`config.mk`:
```
export PLATFORM = sky130hd
export DESIGN_NAME = cfg_index_port
export DESIGN_NICKNAME = d
export VERILOG_FILES = /design/src/rtl/cfg_port_pkg.sv /design/src/rtl/cfg_port_classify.sv /design/src/rtl/cfg_port_regfile.sv /design/src/rtl/cfg_index_port.sv
export SDC_FILE = /design/constraint.sdc
export NUM_CORES = 1
export LEC_CHECK = 0
export CAP_MARGIN = 20
export CELL_PAD_IN_SITES_DETAIL_PLACEMENT = 1
export CELL_PAD_IN_SITES_GLOBAL_PLACEMENT = 2
export CORE_MARGIN = 2
export CORE_UTILIZATION = 44
export CTS_CLUSTER_SIZE = 30
export DETAILED_ROUTE_END_ITERATION = 8
export GPL_TIMING_DRIVEN = 0
export PLACE_DENSITY = 0.91
export RECOVER_POWER = 25
export SLEW_MARGIN = 20
export SYNTH_ARGS = -nofsm -noshare
export SYNTH_HDL_FRONTEND = slang
export SYNTH_HIERARCHICAL = 1
export SYNTH_SLANG_ARGS = --single-unit
```
`constraint.sdc`:
```
create_clock -name clk -period 4.16 [get_ports clk]
set_clock_uncertainty 0.15 [all_clocks]
set_input_delay 0.832 -clock clk [delete_from_list [all_inputs] [get_ports clk]]
set_output_delay 0.832 -clock clk [all_outputs]
set_load 0.01 [all_outputs]
```
`src/rtl/cfg_port_pkg.sv`:
```
package cfg_port_pkg;

   typedef enum logic [1:0] {
      SZ_BYTE  = 2'd0,
      SZ_WORD  = 2'd1,
      SZ_DWORD = 2'd2
   } io_size_e;

   typedef enum logic [1:0] {
      ACC_EXT     = 2'd0,
      ACC_IDX_SET = 2'd1,
      ACC_CFG_RD  = 2'd2,
      ACC_CFG_WR  = 2'd3
   } acc_kind_e;

   localparam logic [7:0] RW_BASE = 8'hC0;
   localparam logic [7:0] ID_LO_NUM = 8'hFE;
   localparam logic [7:0] ID_HI_NUM = 8'hFF;

   // true when a register number selects an on-chip entry
   function automatic logic idx_in_window(input logic [7:0] num, input int unsigned n_rw);
      int unsigned v;
      v = int'(num);
      return ((v >= int'(RW_BASE)) && (v < int'(RW_BASE) + n_rw)) ||
             (num == ID_LO_NUM) || (num == ID_HI_NUM);
   endfunction

endpackage

```
`src/rtl/cfg_port_classify.sv`:
```
module cfg_port_classify
   import cfg_port_pkg::*;
#(
   parameter int unsigned ADDR_W    = 16,
   parameter int unsigned IDX_PORT  = 'h22,
   parameter int unsigned DATA_PORT = 'h23,
   parameter int unsigned N_RW      = 16,
   parameter bit          HAS_TRAP  = 1'b1,
   parameter int unsigned TRAP_LO   = 'h3B0,
   parameter int unsigned TRAP_HI   = 'h3DF
) (
   input  logic [ADDR_W-1:0] addr,
   input  logic              write,
   input  logic [1:0]        size,
   input  logic [7:0]        wdata_lo,
   input  logic              armed,
   output acc_kind_e         kind,
   output logic              fwd_ext,
   output logic              set_arm,
   output logic              clr_arm,
   output logic              trap_hit
);

   localparam int unsigned SPAN_W = ADDR_W + 1;

   logic [SPAN_W-1:0] span_last;
   logic [SPAN_W-1:0] span_add;
   logic              pair_hit;
   logic              is_byte;

   always_comb begin
      unique case (size)
         SZ_BYTE: span_add = SPAN_W'(0);
         SZ_WORD: span_add = SPAN_W'(1);
         default: span_add = SPAN_W'(3);
      endcase
   end

   assign span_last = {1'b0, addr} + span_add;
   assign pair_hit  = ({1'b0, addr} <= SPAN_W'(DATA_PORT)) &&
                      (span_last >= SPAN_W'(IDX_PORT));
   assign is_byte   = (size == SZ_BYTE);

   always_comb begin
      kind = ACC_EXT;
      if (is_byte && write && (addr == ADDR_W'(IDX_PORT)) && idx_in_window(wdata_lo, N_RW))
         kind = ACC_IDX_SET;
      else if (is_byte && armed && (addr == ADDR_W'(DATA_PORT)))
         kind = write ? ACC_CFG_WR : ACC_CFG_RD;
   end

   assign fwd_ext = (kind == ACC_EXT);
   assign set_arm = (kind == ACC_IDX_SET);
   assign clr_arm = pair_hit && !set_arm;

   generate
      if (HAS_TRAP) begin : g_trap
         assign trap_hit = (addr >= ADDR_W'(TRAP_LO)) && (addr <= ADDR_W'(TRAP_HI));
      end else begin : g_no_trap
         assign trap_hit = 1'b0;
      end
   endgenerate

endmodule

```
`src/rtl/cfg_port_regfile.sv`:
```
module cfg_port_regfile
   import cfg_port_pkg::*;
#(
   parameter int unsigned N_RW  = 16,
   parameter logic [7:0]  ID_LO = 8'h47,
   parameter logic [7:0]  ID_HI = 8'h31
) (
   input  logic       clk,
   input  logic       rst_n,
   input  logic       wr_en,
   input  logic [7:0] idx,
   input  logic [7:0] wdata,
   output logic [7:0] rdata
);

   generate
      if (N_RW < 1 || N_RW > 16) begin : g_bad_nrw
         $error("cfg_port_regfile: N_RW must be 1..16");
      end
   endgenerate

   logic [7:0] ent_q [N_RW];

   generate
      for (genvar g = 0; g < N_RW; g++) begin : g_ent
         localparam logic [7:0] SLOT_NUM = 8'(int'(RW_BASE) + g);
         always_ff @(posedge clk or negedge rst_n) begin
            if (!rst_n)
               ent_q[g] <= 8'h00;
            else if (wr_en && (idx == SLOT_NUM))
               ent_q[g] <= wdata;
         end
      end
   endgenerate

   always_comb begin
      rdata = 8'h00;
      if (idx == ID_LO_NUM)
         rdata = ID_LO;
      else if (idx == ID_HI_NUM)
         rdata = ID_HI;
      else if (idx_in_window(idx, N_RW))
         rdata = ent_q[idx[3:0]];
   end

endmodule

```
`src/rtl/cfg_index_port.sv`:
```
module cfg_index_port
   import cfg_port_pkg::*;
#(
   parameter int unsigned ADDR_W    = 16,
   parameter int unsigned DATA_W    = 32,
   parameter int unsigned IDX_PORT  = 'h22,
   parameter int unsigned DATA_PORT = 'h23,
   parameter int unsigned N_RW      = 16,
   parameter logic [7:0]  ID_LO     = 8'h47,
   parameter logic [7:0]  ID_HI     = 8'h31,
   parameter bit          HAS_TRAP  = 1'b1,
   parameter int unsigned TRAP_LO   = 'h3B0,
   parameter int unsigned TRAP_HI   = 'h3DF
) (
   input  logic              clk,
   input  logic              rst_n,
   input  logic              req_valid,
   input  logic [ADDR_W-1:0] req_addr,
   input  logic              req_write,
   input  logic [1:0]        req_size,
   input  logic [7:0]        req_wdata,
   input  logic              trap_en,
   output logic [DATA_W-1:0] rsp_rdata,
   output logic              ext_cycle,
   output logic              trap_flag
);

   generate
      if (DATA_W < 8) begin : g_bad_dw
         $error("cfg_index_port: DATA_W must be at least 8");
      end
      if (IDX_PORT == DATA_PORT) begin : g_bad_ports
         $error("cfg_index_port: index and data ports must differ");
      end
      if (TRAP_LO > TRAP_HI) begin : g_bad_trap
         $error("cfg_index_port: empty trap window");
      end
   endgenerate

   acc_kind_e   kind;
   logic        fwd_ext, set_arm, clr_arm, trap_hit;
   logic        armed_q;
   logic [7:0]  idx_q;
   logic [7:0]  rf_rdata;
   logic        rf_wr;

   cfg_port_classify #(
      .ADDR_W(ADDR_W), .IDX_PORT(IDX_PORT), .DATA_PORT(DATA_PORT), .N_RW(N_RW),
      .HAS_TRAP(HAS_TRAP), .TRAP_LO(TRAP_LO), .TRAP_HI(TRAP_HI)
   ) u_classify (
      .addr(req_addr), .write(req_write), .size(req_size), .wdata_lo(req_wdata),
      .armed(armed_q), .kind(kind), .fwd_ext(fwd_ext), .set_arm(set_arm),
      .clr_arm(clr_arm), .trap_hit(trap_hit)
   );

   assign rf_wr = req_valid && (kind == ACC_CFG_WR);

   cfg_port_regfile #(
      .N_RW(N_RW), .ID_LO(ID_LO), .ID_HI(ID_HI)
   ) u_regfile (
      .clk(clk), .rst_n(rst_n), .wr_en(rf_wr), .idx(idx_q),
      .wdata(req_wdata), .rdata(rf_rdata)
   );

   always_ff @(posedge clk or negedge rst_n) begin
      if (!rst_n) begin
         armed_q   <= 1'b0;
         idx_q     <= 8'h00;
         ext_cycle <= 1'b0;
         trap_flag <= 1'b0;
         rsp_rdata <= '0;
      end else begin
         ext_cycle <= req_valid && fwd_ext;
         trap_flag <= req_valid && trap_en && trap_hit;
         rsp_rdata <= (req_valid && kind == ACC_CFG_RD) ? DATA_W'(rf_rdata) : '0;
         if (req_valid) begin
            if (set_arm) begin
               armed_q <= 1'b1;
               idx_q   <= req_wdata;
            end else if (clr_arm) begin
               armed_q <= 1'b0;
            end
         end
      end
   end

   // a forwarded cycle flag only follows a real request
   a_r12_ext_needs_req: assert property (@(posedge clk) disable iff (!rst_n)
      ext_cycle |-> $past(req_valid));

   // armed byte data-port access stays on chip
   a_r5_cfg_no_ext: assert property (@(posedge clk) disable iff (!rst_n)
      (req_valid && req_size == 2'd0 && req_addr == ADDR_W'(DATA_PORT) && armed_q)
      |=> !ext_cycle);

   // every data-port access consumes the arm
   a_r7_data_disarms: assert property (@(posedge clk) disable iff (!rst_n)
      (req_valid && req_addr == ADDR_W'(DATA_PORT)) |=> !armed_q);

   // index reads always go out
   a_r4_idx_read_ext: assert property (@(posedge clk) disable iff (!rst_n)
      (req_valid && !req_write && req_addr == ADDR_W'(IDX_PORT)) |=> ext_cycle);

   // byte requests to other ports keep the arm
   a_r10_other_keeps_arm: assert property (@(posedge clk) disable iff (!rst_n)
      (req_valid && req_size == 2'd0 && req_addr != ADDR_W'(IDX_PORT) &&
       req_addr != ADDR_W'(DATA_PORT)) |=> $stable(armed_q));

   // the trap flag needs the runtime enable
   a_r11_trap_gated: assert property (@(posedge clk) disable iff (!rst_n)
      trap_flag |-> $past(trap_en && req_valid));

endmodule

```
==> tab_implementation.tex <==
\begin{tabular}{lr}
\hline
Metric & Value \\
\hline
\multicolumn{2}{l}{\textbf{Outcome}} \\
\quad Status & finished, violations left \\
\quad Failing checks & capacitance limit, slew limit \\
\multicolumn{2}{l}{\textbf{Power and ir drop}} \\
\quad Peak supply drop & 0.282 mV \\
\quad Reported net switching power & 689 µW \\
\quad Fraction of power spent switching nets & 20.6\% \\
\quad Flop pwr share & a little over two fifths \\
\quad Leakage & 4.20 nW \\
\quad Clock group share of total power & 52.5\% \\
\quad Share of power burned in combinational logic & 4.7\% \\
\quad Internal cell power & 2.65 mW \\
\quad Design Power & approximately 3.3 mW \\
\quad Power density relative to cell area & 376 nW/µm² \\
\multicolumn{2}{l}{\textbf{Setup path}} \\
\quad Startpoint kind of the worst setup timing path & input pin \\
\quad CP cell instances & clkdlybuf4s50\_1 -> nor4\_4 -> nand3\_2 -> nor4\_4 -> and3\_1 -> a21o\_1 -> and3\_2 -> nand2\_1 -> or3\_4 -> nor3\_4 -> buf\_12 -> mux2\_2 \\
\quad Worst stage delay on the critical path & approximately 520 ps \\
\quad Capturing element type of the critical path & flip-flop \\
\quad Crit path max-delay cell type & clkdlybuf4s50\_1 \\
\quad Cell occurring most often along the worst timing path & nor4\_4 \\
\quad Maximum fanout encountered on the critical timing path & 8 \\
\quad Worst Setup Path Type & input pin to flip-flop \\
\quad Data arrival, critical path & 4130 ps \\
\quad Critical Path RT & 4320 ps \\
\multicolumn{2}{l}{\textbf{Place}} \\
\quad Half-perimeter wire length of the detailed placement result & 13200 µm \\
\quad Port Buf Inserts & 38 \\
\quad Post-placement cell count & 804 \\
\quad Cell Area, Placed & 8120 µm² \\
\quad Gpl congestion & 0.776 \\
\quad Pre-CTS setup slack & -507 ps \\
\multicolumn{2}{l}{\textbf{Cells and area}} \\
\quad Final standard cell count with taps included and fillers excluded & 841 \\
\quad Finished layout cell area & 8890 µm² \\
\quad Multi-input gate area in the final layout & 3480 µm² \\
\quad Register cell area after layout & 3680 µm² \\
\quad Fill cell instance count of the final layout & 1608 \\
\quad Fraction of layout cells with a size suffix above 1 & 44.8\% \\
\quad Number of antenna cells inserted & 0 \\
\quad Synth-to-Final Area Change & 21.0\% \\
\quad Final nets & 643 \\
\multicolumn{2}{l}{\textbf{STA}} \\
\quad Tmin final & 3980 ps \\
\quad Achievable Freq & 251 MHz \\
\quad Number of hold violations in the final report & 0 \\
\quad Pins Over Slew Limit & 67 \\
\quad Transition time at the pin with the least slew margin & 2920 ps \\
\quad Headroom to the max-slew limit & -94.8\% \\
\quad Post-route clock period utilization & 95.7\% \\
\quad Minimum setup slack in the final design & 180 ps \\
\quad Worst hold slack & 351 ps \\
\quad Count of final setup violators & 0 \\
\quad Unrepaired setup endpoints after global routing & false \\
\multicolumn{2}{l}{\textbf{Detailed routing}} \\
\quad Number of DRC violations after detailed routing & 0 \\
\quad Via count & 4704 \\
\quad Initial detailed-routing violation count & 241 \\
\quad Number of detailed-route iterations in the first pass & 5 \\
\quad Number of routed nets with antenna violations & 0 \\
\quad Average via count per standard cell & approximately 5.6 \\
\quad Average detailed-routed wire length per instance & 22.9 µm \\
\quad Aggregate routed wire length & 19300 µm \\
\multicolumn{2}{l}{\textbf{Clocking}} \\
\quad Clock-pin slew of the registers on the worst-case setup and hold paths & 60 ps \\
\quad TritonCTS sink count & 147 \\
\quad Number of buffers created by CTS & 17 \\
\quad Clock tree from TritonCTS & done \\
\quad Latest clock arrival within the worst-skew pair & 430 ps \\
\quad CTS H-Tree Depth & 4 \\
\quad Clock Tree Buf Depth & 2 \\
\quad Root buffer cell & clkbuf\_16 \\
\multicolumn{2}{l}{\textbf{GRT}} \\
\quad Initial antenna violation count & 0 \\
\quad Overall global routing resource usage & 23.1\% \\
\quad Vias in the first global route & 5326 \\
\quad Congestion Overflow GR & 0 \\
\quad First-pass GRT wire length & 30300 µm \\
\quad Maximum number of pins on one net before global-route repair & 83 \\
\multicolumn{2}{l}{\textbf{Synthesis}} \\
\quad Mean instance size in the synthesized netlist & between 10 and 15 µm² \\
\quad Number of distinct library cells after synthesis & 63 \\
\quad Fraction of the yosys area taken by sequential cells & between 50\% and 60\% \\
\quad Total of warnings raised by yosys & 6 \\
\quad Area of the mapped netlist & 7350 µm² \\
\quad Number of cells produced by synthesis & roughly 520 \\
\quad Main flop type after synthesis & dfrtp\_1 \\
\quad Ys async rst share & 100\% \\
\quad Number of storage elements in the synthesis netlist & roughly 150 \\
\quad Number of enable-type register cells in the synthesized netlist & 0 \\
\multicolumn{2}{l}{\textbf{Floorplan}} \\
\quad Total I/O pin count & 65 \\
\quad Die width & 133 µm \\
\quad Core Area & between 15000 and 20000 µm² \\
\quad Cell row count & 47 \\
\quad DIE HEIGHT & 133 µm \\
\quad Starting density of the core & between 40\% and 50\% \\
\quad Die ar. & 17800 µm² \\
\multicolumn{2}{l}{\textbf{Hold path}} \\
\quad Min-delay worst type & flip-flop to flip-flop \\
\multicolumn{2}{l}{\textbf{Job}} \\
\quad Max-cap viol count & 1 \\
\hline
\end{tabular}
-- cell usage after synthesis, types with 5 or more instances --
library cell  number  area [µm²]
nand3_1            8        40.0
buf_4             27         203
mux2i_1            7        70.1
and3_1             6        37.5
nor2_1            11        41.3
mux2_2           137        1540
dfrtp_1          147        3680
and2_1            11        68.8
nand2_1           14        52.6
nand2_2            8        50.1
mux4_2            31         698
buf_2              8        40.0
o21ai_0            9        45.0
clkbuf_1          16        60.1
o22ai_1            5        31.3
-- routing by layer --
metal / GRT usage (%) / vias to the layer above / wire [µm]
met5: 0 / - / 0
met4: 7.80 / 0 / 312
met3: 4.34 / 22 / 661
met2: 40.3 / 99 / 10100
met1: 29.1 / 2517 / 8220
li1: - / 2066 / -
-- metrics by stage --
stage	TNS [ps]	utilization [%]
3_3_place_gp	-547610	49.1
4_1_cts	0	53.8
5_1_grt	0	54.0
2_1_floorplan	0	-
6_report	0	54.0
3_5_place_dp	-50730	49.3
-- critical path: cells and delay by family --
kind	cells	cell delay, ps
and+or+nand+nor	8	2120
buffers and inverters	2	680
muxes	1	340
AOI/OAI and AO/OA	1	140
-- what timing repair did --
| action | CTS | global route |
|---|---|---|
| hold buffers | 0 | 0 |
| endpoints found under the setup margin | 40 | 114 |
| gates resized for setup | 1 | 7 |
| pin swaps | 3 | 1 |
| setup buffers | 5 | 1 |
-- registers in the layout, indices dropped and copies added, names as in the netlist --
name             count
armed_q              1
ext_cycle            1
idx_q                8
rsp_rdata            8
trap_flag            1
u_regfile/ent_q    128
-- cell type report --
type | count | share of cell area, %
inverters | 4 | 0.169
flip-flops and latches | 147 | 41.4
clock inverters | 11 | 2.31
repair buffers | 45 | 5.22
plain buffers | 52 | 3.45
well taps | 220 | 3.10
multi-input cells | 342 | 39.1
clock buffers | 20 | 5.25
-- kinds of logic after synthesis --
family,after synthesis,share of synthesized area (%)
DFF,147,50.1
adders and majority gates,3,0.613
other,1,0.0510
AOI/OAI and AO/OA,35,3.34
buffers and inverters,56,4.38
xor gates and xnor gates,5,0.596
and+or+nand+nor,98,9.21
muxes,177,31.8
-- path summary, 6_finish.rpt --
| check | startpoint | to | slack [ps] | cells after the start |
|---|---|---|---|---|
| worst max-delay path | req_addr[13] | u_regfile/ent_q[123] | 180 | 12 |
| worst min-delay path | u_regfile/ent_q[11] | u_regfile/ent_q[11] | 350 | 1 |
| worst max register to register | idx_q[1] | rsp_rdata[2] | 1400 | 7 |
| worst min register to register | u_regfile/ent_q[11] | u_regfile/ent_q[11] | 350 | 1 |
| max in group asynchronous | rst_n | u_regfile/ent_q[116] | 670 | 2 |
| min in group asynchronous | rst_n | u_regfile/ent_q[95] | 1310 | 1 |
-- layout by cell type, fill, tap and decap left out, types with 4 or more instances in the layout --
master	count
buf_4	31
nand2_1	14
clkbuf_1	16
mux2_2	137
mux4_2	31
o22ai_1	5
clkdlybuf4s50_1	37
inv_1	4
mux2i_1	7
nand3_2	5
clkbuf_16	17
nand4_1	4
bufinv_16	6
conb_1	24
clkinv_2	5
nand3_1	7
nand2_2	8
nor2_1	11
buf_2	8
o21ai_0	9
and2_1	11
and3_1	5
nor3_4	4
dfrtp_1	147
-- power by group through the flow --
stage / clock [mW] / sequential (mW) / combinational, mW
2_1_floorplan: 0 / 1.46 / 0.0611
3_3_place_gp: 0 / 1.46 / 0.146
3_5_place_dp: 0 / 1.46 / 0.157
4_1_cts: 1.78 / 1.43 / 0.158
5_1_grt: 1.84 / 1.43 / 0.173
6_report: 1.75 / 1.43 / 0.157
No activity file was read; power rests on OpenSTA's default activity.
